### src/rtl/pio_pkg.sv
package pio_pkg;

    localparam int MODE_MEMMAP = 0;
    localparam int MODE_SEPIO  = 1;

    typedef enum logic [1:0] {
        WS_IDLE   = 2'd0,
        WS_STROBE = 2'd1,
        WS_ABORT  = 2'd2
    } wr_state_e;

endpackage

### src/rtl/pio_addr_dec.sv
module pio_addr_dec #(
    parameter int                MODE     = 0,
    parameter int                ADDR_W   = 16,
    parameter int                NPORT    = 4,
    parameter int                RED_W    = 8,
    parameter logic [ADDR_W-1:0] IO_BASE  = 16'hFC00,
    parameter logic [RED_W-1:0]  SEP_BASE = 8'h40,
    localparam int               SEL_W    = $clog2(NPORT)
) (
    input  logic [ADDR_W-1:0] addr,
    input  logic              io_m,
    output logic              hit,
    output logic [SEL_W-1:0]  idx
);
    import pio_pkg::*;

    logic mm_hit;
    logic sep_hit;

    // full compare of every bit above the port select field
    assign mm_hit  = (addr[ADDR_W-1:SEL_W] == IO_BASE[ADDR_W-1:SEL_W]);
    // reduced compare, qualified by the I/O line
    assign sep_hit = io_m && (addr[RED_W-1:SEL_W] == SEP_BASE[RED_W-1:SEL_W]);

    assign hit = (MODE == MODE_SEPIO) ? sep_hit : mm_hit;
    assign idx = addr[SEL_W-1:0];

endmodule

### src/rtl/pio_wr_fsm.sv
module pio_wr_fsm (
    input  logic clk,
    input  logic rst_n,
    input  logic rd,
    input  logic wr,
    output logic capture,
    output logic commit
);
    import pio_pkg::*;

    wr_state_e st;
    wr_state_e nxt;

    always_ff @(posedge clk or negedge rst_n) begin
        if (!rst_n) st <= WS_IDLE;
        else        st <= nxt;
    end

    always_comb begin
        nxt = st;
        unique case (st)
            WS_IDLE: begin
                if (wr && rd)   nxt = WS_ABORT;
                else if (wr)    nxt = WS_STROBE;
            end
            WS_STROBE: begin
                if (wr && rd)   nxt = WS_ABORT;
                else if (!wr)   nxt = WS_IDLE;
            end
            WS_ABORT: begin
                if (!wr && !rd) nxt = WS_IDLE;
            end
            default:            nxt = WS_IDLE;
        endcase
    end

    always_comb begin
        capture = (nxt == WS_STROBE);
        commit  = (st == WS_STROBE) && !wr;
    end

endmodule

### src/rtl/pio_out_latch.sv
module pio_out_latch #(
    parameter int DATA_W = 8
) (
    input  logic              clk,
    input  logic              rst_n,
    input  logic              clr,
    input  logic              load,
    input  logic [DATA_W-1:0] d,
    output logic [DATA_W-1:0] q
);
    always_ff @(posedge clk or negedge rst_n) begin
        if (!rst_n)    q <= '0;
        else if (clr)  q <= '0;
        else if (load) q <= d;
    end
endmodule

### src/rtl/pio_bus_decoder.sv
module pio_bus_decoder #(
    parameter int                MODE     = 0,
    parameter int                ADDR_W   = 16,
    parameter int                DATA_W   = 8,
    parameter int                NPORT    = 4,
    parameter int                RED_W    = 8,
    parameter logic [ADDR_W-1:0] IO_BASE  = 16'hFC00,
    parameter logic [RED_W-1:0]  SEP_BASE = 8'h40,
    localparam int               SEL_W    = $clog2(NPORT),
    localparam int               BUS_W    = NPORT * DATA_W
) (
    input  logic              clk,
    input  logic              rst_n,
    input  logic [ADDR_W-1:0] addr,
    input  logic              rd,
    input  logic              wr,
    input  logic              io_m,
    input  logic [DATA_W-1:0] wdata,
    input  logic [NPORT-1:0]  clr,
    input  logic [BUS_W-1:0]  src_data,
    output logic [DATA_W-1:0] rdata,
    output logic              rdata_oe,
    output logic [BUS_W-1:0]  latch_q
);
    logic             hit;
    logic [SEL_W-1:0] idx;
    logic             capture;
    logic             commit;

    logic              sh_hit;
    logic [SEL_W-1:0]  sh_idx;
    logic [DATA_W-1:0] sh_data;

    pio_addr_dec #(
        .MODE(MODE), .ADDR_W(ADDR_W), .NPORT(NPORT), .RED_W(RED_W),
        .IO_BASE(IO_BASE), .SEP_BASE(SEP_BASE)
    ) dec_i (
        .addr(addr), .io_m(io_m), .hit(hit), .idx(idx)
    );

    pio_wr_fsm fsm_i (
        .clk(clk), .rst_n(rst_n), .rd(rd), .wr(wr),
        .capture(capture), .commit(commit)
    );

    // shadow of the write cycle, refreshed while the strobe is held
    always_ff @(posedge clk or negedge rst_n) begin
        if (!rst_n) begin
            sh_hit  <= 1'b0;
            sh_idx  <= '0;
            sh_data <= '0;
        end else if (capture) begin
            sh_hit  <= hit;
            sh_idx  <= idx;
            sh_data <= wdata;
        end
    end

    // read side: drive only for a lone read strobe on a decoded port
    assign rdata_oe = rd && !wr && hit;
    assign rdata    = rdata_oe ? src_data[int'(idx)*DATA_W +: DATA_W] : '0;

    for (genvar i = 0; i < NPORT; i++) begin : g_port
        logic ld;
        assign ld = commit && sh_hit && (sh_idx == SEL_W'(i));
        pio_out_latch #(.DATA_W(DATA_W)) lat_i (
            .clk(clk), .rst_n(rst_n), .clr(clr[i]), .load(ld),
            .d(sh_data), .q(latch_q[i*DATA_W +: DATA_W])
        );
    end

endmodule

### config.mk
export PLATFORM = sky130hd
export DESIGN_NAME = pio_bus_decoder
export DESIGN_NICKNAME = d
export VERILOG_FILES = /design/src/rtl/pio_pkg.sv /design/src/rtl/pio_addr_dec.sv /design/src/rtl/pio_wr_fsm.sv /design/src/rtl/pio_out_latch.sv /design/src/rtl/pio_bus_decoder.sv
export SDC_FILE = /design/constraint.sdc
export NUM_CORES = 1
export LEC_CHECK = 0
export BUFFER_PORTS_ARGS = -buffer_cell sky130_fd_sc_hd__buf_2
export CAP_MARGIN = 40
export CORE_MARGIN = 2
export CORE_UTILIZATION = 51
export CTS_CLUSTER_DIAMETER = 30
export DETAILED_ROUTE_END_ITERATION = 6
export PLACE_DENSITY = 0.88
export SLEW_MARGIN = 5
export SYNTH_ARGS = -nofsm -noshare
export SYNTH_HDL_FRONTEND = slang
export SYNTH_SLANG_ARGS = --single-unit
### constraint.sdc
create_clock -name clk -period 2.2 [get_ports clk]
set_clock_uncertainty 0.1 [all_clocks]
set_input_delay 0.11 -clock clk [delete_from_list [all_inputs] [get_ports clk]]
set_output_delay 0.11 -clock clk [all_outputs]
set_load 0.01 [all_outputs]
Word-level counts from Yosys, hierarchy flattened
Index checks and enable logic that the tools add are counted.

operators by class
  reduce and logical (&&, ||, !) cells = 18
  shift operators = 1
  muxes and demuxes = 15
  eq/ne operators = 7

operator list
  kind                                                              count
  8-bit 2-to-1 mux                                                  9
  32-bit by 6-bit variable part select with 8-bit output            1
  14-bit == test (second input constant)                            1
  1-bit logical AND                                                 10
  2-bit 2-to-1 mux                                                  5
  2-bit nonzero test                                                4
  2-bit by 1-bit == test with 1-bit output (second input constant)  3
  2-bit == test (second input constant)                             3
  2-bit case mux with 3 select lines                                1
  2-bit logical NOT                                                 2
  1-bit logical NOT                                                 2

storage, ports and cells
  register bits = 45
  input port bits = 65
  logic and storage cells = 49

Logic depth before layout (Yosys ltp)
Gate-level depths: netlist (run 1).

  depth in word-level cells = 6
  depth in mapped cells = 4

Hierarchy
From an unflattened synthesis (run 1), not the netlist that was laid out.

unflattened totals
  cells, all modules = 181
  area total of the unflattened synthesis = 2165.8 um^2

by module, submodules not included
  module           cells an instance  times used  seq. area each (um^2)  area an instance (um^2)
  pio_out_latch    26                 4           200.2                  325.3
  pio_bus_decoder  61                 1           275.3                  708.2
  pio_wr_fsm       9                  1           50.0                   95.1
  pio_addr_dec     7                  1           0.0                    61.3

Least setup slack after synthesis (run 1)
OpenSTA, ideal clock, no wires.

  path kind = reg2reg
  from = register fsm_i.st[1]
  to = register g_port[1].lat_i.q[0]
  period minus slack after synthesis = 1395 ps
  slack = 805 ps
  required time = 2021 ps
  stages on the path, launching flop included = 5
  path buffers = 1
  library setup time = 79 ps
  data arrival time = 1216 ps
  cell sequence = dfrtp_1 > nand4bb_4 > nor3b_1 > buf_4 > mux2i_1

between the ends
  word-level cells in the longest chain between the ends = 5

RTL lines
  item                                      RTL line               source
  from (decl)                               pio_wr_fsm.sv:11       wr_state_e st;
  from (signal assigned)                    pio_wr_fsm.sv:16       else st <= nxt;
  2-bit by 1-bit == test with 1-bit output  pio_wr_fsm.sv:39       commit = (st == WS_STROBE) && !wr;
  1-bit logical AND                         pio_wr_fsm.sv:39
  1-bit logical AND (2 in series)           pio_bus_decoder.sv:65  assign ld = commit && sh_hit && (sh_idx == SEL_W'(i));
  2-bit nonzero test (no source line)       n/a
  to (signal assigned)                      pio_out_latch.sv:12    if (!rst_n) q <= '0;
  to (signal assigned)                      pio_out_latch.sv:13    else if (clr) q <= '0;
  to (signal assigned)                      pio_out_latch.sv:14    else if (load) q <= d;
  to (decl)                                 pio_out_latch.sv:9     output logic [DATA_W-1:0] q

Every way passes these cells.
A chain may end at the register's enable or synchronous reset.

Final worst setup path (run 1)
  from = input port rd
  to = output port rdata[6]

between the ends
  word-level cells in the longest chain between the ends = 3

RTL lines
  item                             RTL line               source
  from (decl)                      pio_bus_decoder.sv:15  input logic rd,
  1-bit logical AND (2 in series)  pio_bus_decoder.sv:60  assign rdata_oe = rd && !wr && hit;
  8-bit 2-to-1 mux                 pio_bus_decoder.sv:61  assign rdata = rdata_oe ? src_data[int'(idx)*DATA_W +: DATA_W] : '0;
  to (decl)                        pio_bus_decoder.sv:21  output logic [DATA_W-1:0] rdata,

Every way passes these cells.

==> results.json, run 1 <==
{
  "status": "completed",
  "synth_top_area_cell": "dfrtp_1",
  "tightest_slew_ns": 0.606,
  "fin_cells": 367,
  "dp.cells": 350,
  "grt_overflow": 0,
  "ff2ff_setup_slack_ns": 0.62,
  "antenna_left": 0,
  "finalSetupViolations": 0,
  "max_freq_mhz": 617,
  "vias_per_cell": 5.16,
  "p_seq_share_pct": 56.9,
  "hold_viol": 0,
  "ir_worst_vdd_mv": 0.497,
  "internal-power_mw": 1.28,
  "vias": 1894,
  "io_pins": 106,
  "avgSynthCellArea_sq_um": 12.2,
  "cp-start-kind": "input port",
  "arrival_ns": 1.41,
  "required_ns": 1.99,
  "async_flop_share_pct": 100,
  "numCtsBuffers": 5,
  "clkSinkCount": 45,
  "antenna_found_initial": 0,
  "hpwl_um": 4210,
  "synth-seq-cells": 45,
  "power_frac_comb_pct": 17.0,
  "netlist_top_cells_count": "nand2b_1, dfrtp_1, mux2i_1",
  "syn_inst": 198,
  "min_period_over_period_pct": 73.6,
  "fillers": 365,
  "drv_slew": 0,
  "die_x_um": 72.8,
  "synth_edf_count": 0,
  "syn-num-nets": 263,
  "num_antenna_cells": 0,
  "yosysTopAreaCellShare_pct": 46.6,
  "htreeDepth": 2,
  "synth_cell_types": 23,
  "cts_resized": 0,
  "drv_cap": 0,
  "yosysSeqAreaShare_pct": 46.6,
  "die_h_um": 72.8,
  "grt_pass1_wl_um": 9550,
  "rsz0062_at_grt": "false",
  "ff2ff_path_depth": 3,
  "cellLeakagePower_nw": 1.51,
  "worstSkewPairLatency_ns": 0.29,
  "grt_usage_pct": 24.1,
  "layout_min_cycle_time_ns": 1.62,
  "crit_type": "input port to output pin",
  "drcViolationCount": 0,
  "post_cts_buffers": 0,
  "synthTopCellsByArea": "dfrtp_1, nand2b_1, mux2i_1, mux4_2, mux2_2",
  "switchingPower_uw": 497,
  "gp_congestion": 0.748,
  "syn_area_sq_mm": 0.00241,
  "drtIter0Drc": 88,
  "yosysMostFrequentCell": "nand2b_1",
  "whs_ns": 0.123,
  "clk_pin_slew_ns": 0.08,
  "power_density_mw_per_mm2": 562,
  "power.share.switching_pct": 27.9,
  "num-nets-final": 379,
  "grt_max_degree": 28,
  "ys.flop_type": "dfrtp_1",
  "cts-root-buf": "clkbuf_8",
  "holdCritPathClass": "input port to flop",
  "holdPathEnd": "g_port[2].lat_i.q[1]",
  "cts_tree": "yes",
  "cts_buffer_depth": 2,
  "first_pass_iters": 4,
  "clkPwrFrac_pct": 26.1,
  "hp-start": "clr[2]",
  "start_util_pct": 52.2,
  "timing.rr.start": "fsm_i.st[1]",
  "drive_gt1_share_pct": 43.1,
  "relSlewSlack_pct": 59.6,
  "core_sq_mm": 0.00463,
  "grt_pass1_vias": 1916,
  "ys.warnings.count": 0,
  "portBuffers": 104,
  "dieArea_sq_mm": 0.00530,
  "reg2reg_to": "sh_data[4]",
  "path_max_fanout": 9,
  "setup.worst_path.end_class": "output pin",
  "area_growth_pct": 31.1,
  "min_delay_path_depth": 3,
  "wl_per_cell_um": 16.2,
  "std_cell_rows": 25,
  "setup_tns_ns": 0,
  "finalWirelength_um": 5960
}
==> final cells by class <==
class                           count  area, sq um  area share, %
Inverter                            1         3.75          0.119
Multi-Input combinational cell    142         1230           39.0
Sequential cell                    45         1130           35.6
Clock buffer                        5         68.8           2.17
Clock inverter                      1         5.00          0.158
Tap cell                           54         67.6           2.13
Timing Repair Buffer              119          661           20.9
==> sequential cells by signal, indices dropped and copies added (netlist names) <==
name	cells
sh_data	8
fsm_i.st	2
g_port.lat_i.q	32
sh_hit	1
sh_idx	2
==> power groups by stage <==
stage	Clock [mW]	Combinational, mW	Sequential [mW]
floorplan	0	0.189	0.965
global placement	0	0.268	1.02
detailed placement	0	0.283	1.03
CTS	0.475	0.304	1.01
global route	0.513	0.336	1.02
finish	0.464	0.303	1.01
==> per-layer routing <==
layer / global-route usage [%] / vias up / part of all wire, %
met1: 29.7 / 942 / 43
li1: - / 910 / -
met4: 4.94 / 0 / 0.60
met5: 0 / - / 0
met3: 6.35 / 4 / 3.1
met2: 42.6 / 38 / 53
==> metrics by stage <==
step	instance area, sq um	power (mW)	util (%)	setup slack (ns)
floorplan	2410	1.15	-	0.805
global placement	2980	1.29	64.4	0.643
detailed placement	2980	1.31	64.4	0.579
CTS	3170	1.79	68.4	0.570
global route	3170	1.87	68.4	0.387
finish	3170	1.78	68.4	0.580
==> placed cells by master (no fill, tap or decap) <==
cell type / count
clkbuf_8: 5
o21ai_0: 1
inv_1: 1
mux4_2: 8
nand4bb_4: 1
dfrtp_1: 45
nor3_4: 1
and4_1: 1
buf_2: 104
nor4_1: 1
nor3b_1: 10
mux2i_1: 33
nor2b_1: 2
nand2_1: 3
nor4bb_1: 1
buf_4: 4
nor2_1: 2
nand2b_1: 65
mux2_2: 10
nand4_1: 1
dlygate4sd3_1: 11
clkinv_2: 1
and2b_1: 1
nor2_4: 1
==> what timing repair did <==
| item | CTS | global route |
|---|---|---|
| endpoints found under the setup margin | 0 | 0 |
| hold endpoints to repair | 34 | 0 |
| hold buffers | 11 | 0 |
==> critical path, cell delays in order <==
cell	delay (ns)
dlygate4sd3_1	0.54
buf_2	0.12
nand2b_1	0.19
nor3b_1	0.27
buf_2	0.18
==> logic make-up after synthesis <==
kind of cell,synth area share [%]
and+or+nand+nor,25.1
AOI/OAI and AO/OA,0.207
buffers and inverters,2.23
DFF,46.6
muxes,25.8
==> worst max path at each step <==
stage	from	to	slack [ns]	depth (start not counted)
detailed placement	addr[3]	rdata[6]	0.58	5
finish	rd	rdata[6]	0.58	5
global placement	addr[6]	rdata[1]	0.64	5
floorplan	fsm_i.st[1]	g_port[1].lat_i.q[0]	0.80	4
global route	addr[3]	rdata[6]	0.39	5
CTS	addr[3]	rdata[6]	0.57	5
Power figures use the tool's default switching activity.
==> run 2: changes to the inputs <==
- CORE_UTILIZATION: 51 -> 47
- PLACE_DENSITY: 0.88 -> 0.82
- clock period: 2.2 -> 1.6 ns (I/O delays scaled with it)
==> results.json, run 2 (synthesis results as in run 1) <==
{
  "htreeDepth": 2,
  "core_sq_mm": 0.00504,
  "cts_buffer_depth": 2,
  "ff2ff_path_depth": 4,
  "holdPathEnd": "g_port[0].lat_i.q[2]",
  "clk_pin_slew_ns": 0.08,
  "path_max_fanout": 3,
  "regMostFlops": "g_port.lat_i.q",
  "first_pass_iters": 4,
  "required_ns": 1.68,
  "io_pins": 106,
  "crit_type": "flop to flop",
  "crit_family": "buffers and inverters",
  "tightest_slew_ns": 0.422,
  "fillers": 412,
  "grt_pass1_wl_um": 9130,
  "clkSinkCount": 45,
  "min_period_over_period_pct": 93.7,
  "rsz0062_at_grt": "false",
  "dp.cells": 368,
  "regArea_sq_mm": 0.00113,
  "hold_viol": 0,
  "area_growth_pct": 36.1,
  "status": "completed",
  "ir_worst_vdd_mv": 0.515,
  "wl_per_cell_um": 14.6,
  "power_density_mw_per_mm2": 817,
  "timing.rr.start": "fsm_i.st[1]",
  "place_worst_setup_slack_ns": 0.0669,
  "cp-start-kind": "flop",
  "holdCritPathClass": "input port to flop",
  "worstSkewPairLatency_ns": 0.29,
  "setup.worst_path.end_class": "flop",
  "drv_slew": 0,
  "drcViolationCount": 0,
  "cts_tree": "yes",
  "total_power_mw": 2.68,
  "drtIter0Drc": 79,
  "min_delay_path_depth": 3,
  "arrival_ns": 1.58,
  "start_util_pct": 47.9,
  "grt_overflow": 0,
  "std_cell_rows": 26,
  "antenna_found_initial": 0,
  "hpwl_um": 4110,
  "vias_per_cell": 4.95,
  "slowest_delay_ns": 0.55,
  "antenna_left": 0,
  "grt_usage_pct": 21.4,
  "num_antenna_cells": 0,
  "mostFrequentLayoutCells": "buf_2, nand2b_1, dfrtp_1",
  "numCtsBuffers": 5,
  "dieArea_sq_mm": 0.00573,
  "drive_gt1_share_pct": 44.2,
  "largest_register_ffs": 32,
  "num-nets-final": 381,
  "max_freq_mhz": 667,
  "ff2ff_setup_slack_ns": 0.10,
  "post_cts_buffers": 0,
  "hp-start": "clr[0]",
  "finalSetupViolations": 0,
  "vias": 1915,
  "grt_pass1_vias": 1896,
  "finalWirelength_um": 5660,
  "cellLeakagePower_nw": 1.55,
  "portBuffers": 104,
  "die_h_um": 75.7,
  "setup_tns_ns": 0,
  "critical-path-slowest-cell": "dlygate4sd3_1",
  "finalWorstSetupSlack_ns": 0.100,
  "critical_path.cell_chain": "nor2b_1 > o21ai_1 > nand2_1 > dlygate4sd3_1",
  "crit_buf_inv": 1,
  "relSlewSlack_pct": 71.9,
  "die_x_um": 75.7,
  "gp_congestion": 0.736,
  "fin_cells": 387,
  "cts-root-buf": "clkbuf_8",
  "drv_cap": 0,
  "reg_top3": "g_port.lat_i.q (32), sh_data (8)",
  "critPathLaunch": "fsm_i.st[1]",
  "reg2reg_to": "fsm_i.st[1]",
  "layout_min_cycle_time_ns": 1.50,
  "final_common_cell": "buf_2",
  "grt_max_degree": 29,
  "multi_input_area_sq_mm": 0.00124
}
## run 2: final cells by class
class	instances	share of cell area, %
Tap cell	70	2.66
Sequential cell	45	34.3
Timing Repair Buffer	121	21.5
Inverter	1	0.114
Clock buffer	7	2.63
Clock inverter	1	0.914
Multi-Input combinational cell	142	37.9
## run 2: layer usage
metal | global-route usage (%) | vias up | wire length (um)
met3 | 5.42 | 12 | 237
li1 | - | 916 | -
met5 | 0 | - | 0
met2 | 33.8 | 56 | 2890
met4 | 6.04 | 0 | 97
met1 | 29.4 | 931 | 2440
## run 2: what timing repair did
action	CTS	global route
setup endpoints to repair	0	12
hold buffers	11	0
endpoints found under the hold margin	54	0
gates resized for setup	0	5
## run 2: power by group
part,leakage [nW],internal [mW],switching [mW]
Combinational,0.887,0.268,0.156
Sequential,0.604,1.22,0.164
Clock,0.0585,0.509,0.369
Total,1.55,2.00,0.689
## run 2: worst max-delay path by stage
| stage | end | slack, ns | cells after the start |
|---|---|---|---|
| after floorplan | g_port[1].lat_i.q[0] | 0.20 | 4 |
| after global placement | g_port[1].lat_i.q[4] | 0.12 | 4 |
| final | fsm_i.st[1] | 0.10 | 4 |
| after global routing | g_port[1].lat_i.q[5] | 0.006 | 4 |
| after CTS | g_port[1].lat_i.q[6] | 0.04 | 4 |
| after detailed placement | g_port[1].lat_i.q[6] | 0.07 | 4 |
## run 2: worst min-delay path, cell delays in order
cell and delay [ns]:
buf_2 0.19, nand2b_1 0.12, mux2i_1 0.06
## run 2: stage by stage
step	utilization, %	hold WS [ns]	area [sq um]
finish	65.2	0.0937	3290
global route	65.2	0.103	3290
CTS	64.8	0.0856	3270
detailed placement	60.3	-0.0577	3040
global placement	60.3	-0.0557	3040
floorplan	-	-0.316	2410
